### config.mk
export PLATFORM = sky130hd
export DESIGN_NAME = tmr_down
export DESIGN_NICKNAME = d
export VERILOG_FILES = /design/src/rtl/tmr_pkg.sv /design/src/rtl/tmr_prescale.sv /design/src/rtl/tmr_core.sv /design/src/rtl/tmr_regs.sv /design/src/rtl/tmr_down.sv
export SDC_FILE = /design/constraint.sdc
export NUM_CORES = 1
export LEC_CHECK = 0
export ABC_AREA = 0
export CELL_PAD_IN_SITES_DETAIL_PLACEMENT = 1
export CELL_PAD_IN_SITES_GLOBAL_PLACEMENT = 2
export CORE_ASPECT_RATIO = 0.8
export CORE_MARGIN = 3
export CORE_UTILIZATION = 36
export DETAILED_ROUTE_END_ITERATION = 7
export PLACE_DENSITY = 0.95
export SYNTH_ARGS = -nofsm -noshare
export SYNTH_HDL_FRONTEND = slang
export SYNTH_HIERARCHICAL = 1
export SYNTH_SLANG_ARGS = --single-unit
### constraint.sdc
create_clock -name clk -period 4.5 [get_ports clk]
set_input_delay 1.125 -clock clk [delete_from_list [all_inputs] [get_ports clk]]
set_output_delay 1.125 -clock clk [all_outputs]
set_load 0.01 [all_outputs]
### src/rtl/tmr_pkg.sv
package tmr_pkg;

    localparam logic [3:0] OFS_LOAD  = 4'h0;
    localparam logic [3:0] OFS_COUNT = 4'h4;
    localparam logic [3:0] OFS_CTRL  = 4'h8;
    localparam logic [3:0] OFS_STAT  = 4'hC;

    typedef enum logic [1:0] {
        DIV_ONE   = 2'd0,
        DIV_SLOW  = 2'd1,
        DIV_SLOWER = 2'd2,
        DIV_ALT   = 2'd3
    } div_sel_e;

    typedef struct packed {
        logic     run;
        logic     reload;
        div_sel_e div;
        logic     hold;
    } ctrl_t;

endpackage

### src/rtl/tmr_prescale.sv
module tmr_prescale #(
    parameter int DIV_A_LOG = 4,
    parameter int DIV_B_LOG = 8
) (
    input  logic             clk,
    input  logic             rst_n,
    input  logic             run_i,
    input  tmr_pkg::div_sel_e div_i,
    input  logic             restart_i,
    output logic             tick_o
);
    import tmr_pkg::*;

    localparam int PW = (DIV_B_LOG > DIV_A_LOG) ? DIV_B_LOG : DIV_A_LOG;
    localparam logic [PW-1:0] LIM_A = PW'((1 << DIV_A_LOG) - 1);
    localparam logic [PW-1:0] LIM_B = PW'((1 << DIV_B_LOG) - 1);

    logic [PW-1:0] pcnt_d, pcnt_q;
    logic [PW-1:0] lim;

    always_comb begin
        unique case (div_i)
            DIV_SLOW:   lim = LIM_A;
            DIV_SLOWER: lim = LIM_B;
            default:    lim = '0;
        endcase
        tick_o = run_i && (pcnt_q == lim);
        pcnt_d = pcnt_q + 1'b1;
        if (restart_i || !run_i || tick_o) begin
            pcnt_d = '0;
        end
    end

    always_ff @(posedge clk or negedge rst_n) begin
        if (!rst_n) pcnt_q <= '0;
        else        pcnt_q <= pcnt_d;
    end


    restart_chk: assert property (@(posedge clk) disable iff (!rst_n)
        restart_i |=> (!tick_o || lim == '0));


    stop_tick_chk: assert property (@(posedge clk) disable iff (!rst_n)
        !run_i |-> !tick_o);

endmodule

### src/rtl/tmr_core.sv
module tmr_core #(
    parameter int CNT_W = 23
) (
    input  logic             clk,
    input  logic             rst_n,
    input  logic             tick_i,
    input  logic             load_wr_i,
    input  logic [CNT_W-1:0] load_val_i,
    input  logic             reload_i,
    input  logic             hold_i,
    input  logic             clr_i,
    output logic [CNT_W-1:0] count_o,
    output logic             flag_o
);
    localparam logic [CNT_W-1:0] MAXV = '1;

    typedef struct packed {
        logic [CNT_W-1:0] count;
        logic             flag;
    } core_st_t;

    core_st_t st_d, st_q;
    logic     uflow;

    always_comb begin
        st_d  = st_q;
        uflow = tick_i && (st_q.count == '0);
        if (load_wr_i) begin
            st_d.count = load_val_i;
        end else if (tick_i) begin
            if (st_q.count == '0) st_d.count = reload_i ? load_val_i : MAXV;
            else                  st_d.count = st_q.count - 1'b1;
        end
        st_d.flag = uflow || (hold_i && st_q.flag && !clr_i);
    end

    always_ff @(posedge clk or negedge rst_n) begin
        if (!rst_n) st_q <= '0;
        else        st_q <= st_d;
    end

    assign count_o = st_q.count;
    assign flag_o  = st_q.flag;


    load_copy_chk: assert property (@(posedge clk) disable iff (!rst_n)
        load_wr_i |=> st_q.count == $past(load_val_i));


    idle_stable_chk: assert property (@(posedge clk) disable iff (!rst_n)
        (!tick_i && !load_wr_i) |=> $stable(st_q.count));


    reload_load_chk: assert property (@(posedge clk) disable iff (!rst_n)
        (uflow && reload_i && !load_wr_i) |=> st_q.count == $past(load_val_i));


    reload_max_chk: assert property (@(posedge clk) disable iff (!rst_n)
        (uflow && !reload_i && !load_wr_i) |=> st_q.count == MAXV);


    pulse_width_chk: assert property (@(posedge clk) disable iff (!rst_n)
        (!hold_i && !uflow) |=> !st_q.flag);


    sticky_chk: assert property (@(posedge clk) disable iff (!rst_n)
        (hold_i && st_q.flag && !clr_i) |=> st_q.flag);


    clear_chk: assert property (@(posedge clk) disable iff (!rst_n)
        (hold_i && clr_i && !uflow) |=> !st_q.flag);

endmodule

### src/rtl/tmr_regs.sv
module tmr_regs #(
    parameter int CNT_W = 23
) (
    input  logic             clk,
    input  logic             rst_n,
    input  logic             bus_wr,
    input  logic [3:0]       bus_addr,
    input  logic [31:0]      bus_wdata,
    input  logic [CNT_W-1:0] count_i,
    input  logic             flag_i,
    output tmr_pkg::ctrl_t   ctrl_o,
    output logic [CNT_W-1:0] load_o,
    output logic             load_wr_o,
    output logic             ctrl_wr_o,
    output logic             clr_o,
    output logic [31:0]      bus_rdata
);
    import tmr_pkg::*;

    typedef struct packed {
        logic [CNT_W-1:0] load;
        ctrl_t            ctrl;
    } reg_st_t;

    reg_st_t rg_d, rg_q;

    always_comb begin
        rg_d      = rg_q;
        load_wr_o = bus_wr && (bus_addr == OFS_LOAD);
        ctrl_wr_o = bus_wr && (bus_addr == OFS_CTRL);
        clr_o     = bus_wr && (bus_addr == OFS_STAT) && (bus_wdata == 32'd0);
        if (load_wr_o) begin
            rg_d.load = bus_wdata[CNT_W-1:0];
        end
        if (ctrl_wr_o) begin
            rg_d.ctrl.hold   = bus_wdata[0];
            rg_d.ctrl.div    = div_sel_e'(bus_wdata[3:2]);
            rg_d.ctrl.reload = bus_wdata[6];
            rg_d.ctrl.run    = bus_wdata[7];
        end
        unique case (bus_addr)
            OFS_LOAD:  bus_rdata = 32'(rg_q.load);
            OFS_COUNT: bus_rdata = 32'(count_i);
            OFS_CTRL:  bus_rdata = {23'd0, flag_i, rg_q.ctrl.run, rg_q.ctrl.reload,
                                    2'b00, rg_q.ctrl.div, 1'b0, rg_q.ctrl.hold};
            OFS_STAT:  bus_rdata = 32'(rg_q.load);
            default:   bus_rdata = 32'd0;
        endcase
    end

    always_ff @(posedge clk or negedge rst_n) begin
        if (!rst_n) rg_q <= '0;
        else        rg_q <= rg_d;
    end

    assign ctrl_o = rg_q.ctrl;
    assign load_o = rg_q.load;


    stat_read_chk: assert property (@(posedge clk) disable iff (!rst_n)
        (bus_addr == OFS_STAT) |-> bus_rdata == 32'(load_o));


    flag_view_chk: assert property (@(posedge clk) disable iff (!rst_n)
        (bus_addr == OFS_CTRL) |-> bus_rdata[8] == flag_i);

endmodule

### src/rtl/tmr_down.sv
module tmr_down #(
    parameter int CNT_W     = 23,
    parameter int DIV_A_LOG = 4,
    parameter int DIV_B_LOG = 8
) (
    input  logic        clk,
    input  logic        rst_n,
    input  logic        bus_wr,
    input  logic [3:0]  bus_addr,
    input  logic [31:0] bus_wdata,
    output logic [31:0] bus_rdata,
    output logic        irq_o
);
    import tmr_pkg::*;

    ctrl_t            ctrl;
    logic [CNT_W-1:0] load_val;
    logic [CNT_W-1:0] count;
    logic             load_wr, ctrl_wr, clr, tick, flag;

    tmr_regs #(.CNT_W(CNT_W)) u_regs (
        .clk(clk), .rst_n(rst_n), .bus_wr(bus_wr), .bus_addr(bus_addr),
        .bus_wdata(bus_wdata), .count_i(count), .flag_i(flag), .ctrl_o(ctrl),
        .load_o(load_val), .load_wr_o(load_wr), .ctrl_wr_o(ctrl_wr),
        .clr_o(clr), .bus_rdata(bus_rdata)
    );

    tmr_prescale #(.DIV_A_LOG(DIV_A_LOG), .DIV_B_LOG(DIV_B_LOG)) u_pre (
        .clk(clk), .rst_n(rst_n), .run_i(ctrl.run), .div_i(ctrl.div),
        .restart_i(ctrl_wr), .tick_o(tick)
    );

    tmr_core #(.CNT_W(CNT_W)) u_core (
        .clk(clk), .rst_n(rst_n), .tick_i(tick), .load_wr_i(load_wr),
        .load_val_i(bus_wdata[CNT_W-1:0] & {CNT_W{load_wr}} | load_val & {CNT_W{!load_wr}}),
        .reload_i(ctrl.reload), .hold_i(ctrl.hold), .clr_i(clr),
        .count_o(count), .flag_o(flag)
    );

    assign irq_o = flag;

endmodule

# Word level (Yosys, flattened, before mapping)
# Index checks and enable logic that the tools add are counted.
[classes]
addsub = 2
n_eq_ne = 6
n_mux = 7
n_bitwise = 3
reduce_logical = 19
[op_table]
columns = ["cell", "n"]
rows = [
  ["23-bit two-way mux", 4],
  ["23-bit case mux with 3 select lines", 1],
  ["23-bit AND", 2],
  ["32-bit logical NOT", 1],
  ["23-bit logical NOT", 1],
  ["23-bit OR", 1],
  ["23-bit by 1-bit subtractor with 23-bit output, second input constant", 1],
  ["8-bit case mux with 2 select lines", 1],
  ["8-bit by 1-bit adder with 8-bit output, second input constant", 1],
  ["4-bit equality test, second input constant", 2],
  ["8-bit equality test", 1],
  ["1-bit logical AND", 8],
  ["8-bit two-way mux", 1],
  ["4-bit by 3-bit equality test with 1-bit output, second input constant", 1],
  ["4-bit logical NOT", 1],
  ["1-bit logical NOT", 3],
  ["1-bit logical OR", 3],
  ["2-bit by 1-bit equality test with 1-bit output, second input constant", 1],
  ["2-bit equality test, second input constant", 1],
  ["2-bit nonzero test", 1],
  ["2-bit OR reduction", 1],
]
[totals]
regBits = 60
in_bits = 39
output_inout_bits = 33

# Depth between registers and ports, before layout
[logic_depth]
ltp_word = 9
ltp_mapped = 11

# Hierarchy
# The synthesis kept the hierarchy.
[by_module_without_submodules]
columns = ["mod", "instances", "cells_each", "area_per_inst_um2", "seq_area_each_um2"]
rows = [
  ["tmr_core", 1, 191, 1675.4, 600.6],
  ["tmr_regs", 1, 138, 1639.1, 700.7],
  ["tmr_prescale", 1, 45, 470.5, 200.2],
  ["tmr_down", 1, 25, 281.5, 0.0],
]

# Worst setup path after synthesis
# No wires, ideal clock.
[synth_path]
kind = "input-to-output"
from = "in bus_addr[1]"
to = "out bus_rdata[11]"
arrival_time_ns = 2.316
required_ns = 3.375
slack_ns = 1.059
path_stages = 5
path_buffers = 2
cell_sequence = "or2_1 -> buf_6 -> nor2_1 -> clkbuf_1 -> a22o_1"
[synth_between]
elab_chain_cells = 3
[synth_lines]
columns = ["element", "line_no", "rtl"]
rows = [
  ["start: declaration", "tmr_down.sv:9", "input logic [3:0] bus_addr,"],
  ["4-bit equality test / 4-bit logical NOT (equally long branches)", "tmr_regs.sv:41", "unique case (bus_addr)"],
  ["2-bit OR reduction (no line)", "n/a", ""],
  ["23-bit case mux with 3 select lines *", "tmr_regs.sv:41", ""],
  ["end: declaration", "tmr_down.sv:11", "output logic [31:0] bus_rdata,"],
]
# Every way passes the cells marked *; elsewhere a longest branch is shown, timed or not.

# Final worst setup path
[layout_path]
from = "in bus_addr[2]"
to = "out bus_rdata[11]"
# The elaborated chain is that of the path after synthesis.

==> impl_results.md <==
* Outcome: complete, no violations
* DRC Markers at 0
* Yosys cell types at about 70
* Asr flop ratio synth at 100%
* Fmax at 231 MHz
* Worst slew margin at 39.7%
* Total Routing Usage GR at 21.2%
* Cts repair resizes at 0
* Max-cap viol count at 0
* FF+latch area at around 1500 µm²
* Antenna cells at 0
* TritonCTS clock tree: built
* CP Launch Type: input port
* Core ar. at 10,900 µm²
* Final #Nets at 505
* Final Hold Viols at 0
* Worst-path maximum fanout at 12
* Fillcell total at 1,206
* # port buffers at 62
* H-tree depth at 3
* Initial Util at roughly 37%
* Starting DRT DRC Count at between 200 and 300
* Antenna violations before repair at 0
* Fin cells at 611
* Clock latency on the worst-skew pair at between 300 and 400 ps
* Fin Clk Skew at 9.88 ps
* Layout cell share with drive strength beyond 1 at 22.5%
* Multi-input logic area at 2360 µm²
* Leading cell type in the layout, fill and taps excluded: clkdlybuf4s50_1
* Crit Path Class: in -> out
* Pwr Density at about 440 nW/µm²
* Largest stage delay on the critical path at 740 ps
* Clock Tree Root: clkbuf_16
* Slew @ Worst Pin at about 900 ps
* Final WL at 13.2 mm
* Placer Congestion at a little under 0.9
* Hold WC Path Type: reg -> reg
* Setup crit end kind: primary output
* Top Ports at 72
* # setup viols final at 0
* Sequential fraction of the synthesis area at 36.9%
* RSZ-0062 raised after global routing: no
* Die width at 125 µm
* Syn avg cell area at just over 10 µm²
* Vias at approximately 3,600
* Period Utilization, post-route at 96.0%
* Largest net degree at the start of global routing at 65
* First-pass GRT wire length at 21.3 mm
* Hold buffer count at CTS at 0
* Post-route ant nets at 0
* Dpl cell area at approximately 4800 µm²
* Bufs on Longest Clock Path at 2
* Worst slack at placement at 234 ps
* Vias/cell at 5.94
* Most frequent cells in the layout: 61 x clkdlybuf4s50_1, 60 x dfrtp_1, 49 x mux2_2
* Setup TNS at 0 ps
* Max IR drop VDD at 0.165 mV
* 1st-pass router iterations at 4
* Overflow after GRT at 0
* Post-Syn Area at slightly above 4000 µm²
* Post-synthesis cell count at between 300 and 400
* Die area at 12,600 µm²
* Crit-path slowest cell: clkdlybuf4s50_1
* Clock sink total at 60
* EDFF count, synth at 0
* CP dominant cell by count: clkdlybuf4s50_1
* Synth Flop Type: dfrtp_1
* Family with the most delay on the worst path: buffers and inverters
* Hold WS at 528 ps
* Die Y at 101 µm
* Total power at 2.26 mW
* Worst-path clk slew at roughly 60 ps
* Worst path bufs/invs at 3
* Post-CTS setup buffers at 0
* Num CTS Buffers at 9
* Synth warn at 6
* Core Util, Final at 47.0%
* Cell breakdown of the critical path: clkdlybuf4s50_1, nor3b_2, buf_4, a22o_1, clkdlybuf4s50_1
* DP Wirelength at between 9 and 10 mm
* P_leak at 1.99 nW
* Cells after DPL at 595
* CP arrival at 3200 ps
* WP data required at 3380 ps
* Slew Viols, Final at 0
* Minimum clock period at 4320 ps
* Vias in the first global route at 3,848
* Std-Cell Rows at 34
* Area growth, synth to finish at 26.4%
* FF+latch count, synth at 60
* Worst setup margin at 178 ps
* Final instance area at about 5000 µm²
* Average wire per standard cell at 21.7 µm
-- Yosys cell counts (3+ instances only) --
| cell | n | area (µm²) |
|---|---|---|
| nor2_1 | 37 | 139 |
| mux2_2 | 49 | 552 |
| o22ai_1 | 3 | 18.8 |
| o211ai_1 | 3 | 22.5 |
| nor4_1 | 19 | 119 |
| xnor2_1 | 3 | 26.3 |
| or3_1 | 7 | 43.8 |
| a31oi_1 | 3 | 18.8 |
| o21ai_0 | 9 | 45.0 |
| nand4_1 | 5 | 31.3 |
| nand2b_1 | 4 | 25.0 |
| buf_2 | 6 | 30.0 |
| buf_6 | 6 | 67.6 |
| nand2_1 | 8 | 30.0 |
| or4_4 | 5 | 56.3 |
| and3_1 | 4 | 25.0 |
| clkbuf_1 | 12 | 45.0 |
| a21oi_1 | 11 | 55.1 |
| mux2i_1 | 6 | 60.1 |
| dfrtp_1 | 60 | 1500 |
| nor3_1 | 11 | 55.1 |
| a211oi_1 | 21 | 158 |
| nor2b_1 | 6 | 37.5 |
| nand3_1 | 6 | 30.0 |
| a311oi_1 | 5 | 43.8 |
| ha_1 | 4 | 50.1 |
| buf_4 | 9 | 67.6 |
| a22o_1 | 17 | 149 |
| inv_1 | 8 | 30.0 |
-- routing by layer --
layer	part of all wire [%]	vias to the layer above	track usage [%]	routed length (µm)
li1	-	1665	-	-
met1	47	1859	29.3	6230
met2	46	95	33.8	6150
met3	5.5	13	5.35	730
met4	0.95	0	5.17	126
met5	0	-	0	0
-- report_power, final --
part	total (mW)	internal [mW]	switching, mW
clock network	0.766	0.488	0.279
logic	0.665	0.321	0.344
registers	0.831	0.661	0.171
total	2.26	1.47	0.793
-- layout make-up --
cell class	count	share of cell area (%)
clock buffers	9	4.38
clock inverters	7	1.92
inverters	9	0.657
multi-input cells	305	45.9
flip-flops and latches	60	29.2
well taps	144	3.51
repair buffers	77	14.4
-- worst reg2reg max path: stages (launching register included) --
cell	delay [ps]
dfrtp_1	370
inv_1	60
ha_1	340
or4b_4	500
o22ai_4	290
and3_1	400
inv_1	300
nor3_1	470
a2111oi_0	150
a311oi_1	280
-- state kept, by name, summed over array words and instances, names as in the netlist --
register,cells
u_regs/load_o,23
u_pre/pcnt_q,8
u_core/flag_o,1
u_core/count_o,23
u_regs/ctrl_o,5
-- path summary, 6_finish.rpt --
check                                                 end                     startpoint  cells after the start  slack [ps]
setup / recovery                            bus_rdata[11]                    bus_addr[2]                      5         180
setup reg to reg           u_core/count_o[14]$_DFFE_PN0P_   u_regs/ctrl_o[1]$_DFFE_PN0P_                      9        1250
max in group asynchronous   u_core/count_o[3]$_DFFE_PN0P_                          rst_n                      2        2760
hold reg to reg             u_regs/load_o[15]$_DFFE_PN0P_  u_regs/load_o[15]$_DFFE_PN0P_                      1         530
hold / removal              u_regs/load_o[15]$_DFFE_PN0P_  u_regs/load_o[15]$_DFFE_PN0P_                      1         530
min in group asynchronous   u_regs/load_o[12]$_DFFE_PN0P_                          rst_n                      1         800
-- logic make-up (layout without fill, tap and decap cells) --
| group | after synthesis | after routing | synth area share (%) |
|---|---|---|---|
| AOI/OAI and AO/OA | 95 | 95 | 18.1 |
| DFF | 60 | 60 | 36.9 |
| xor gates and xnor gates | 5 | 5 | 1.08 |
| adders and majority gates | 4 | 4 | 1.23 |
| other | 1 | 9 | 0.0922 |
| muxes | 57 | 57 | 15.6 |
| and+or+nand+nor | 135 | 135 | 21.0 |
| buffers and inverters | 42 | 102 | 6.00 |
Note: power is estimated with default switching activity, not from simulation.
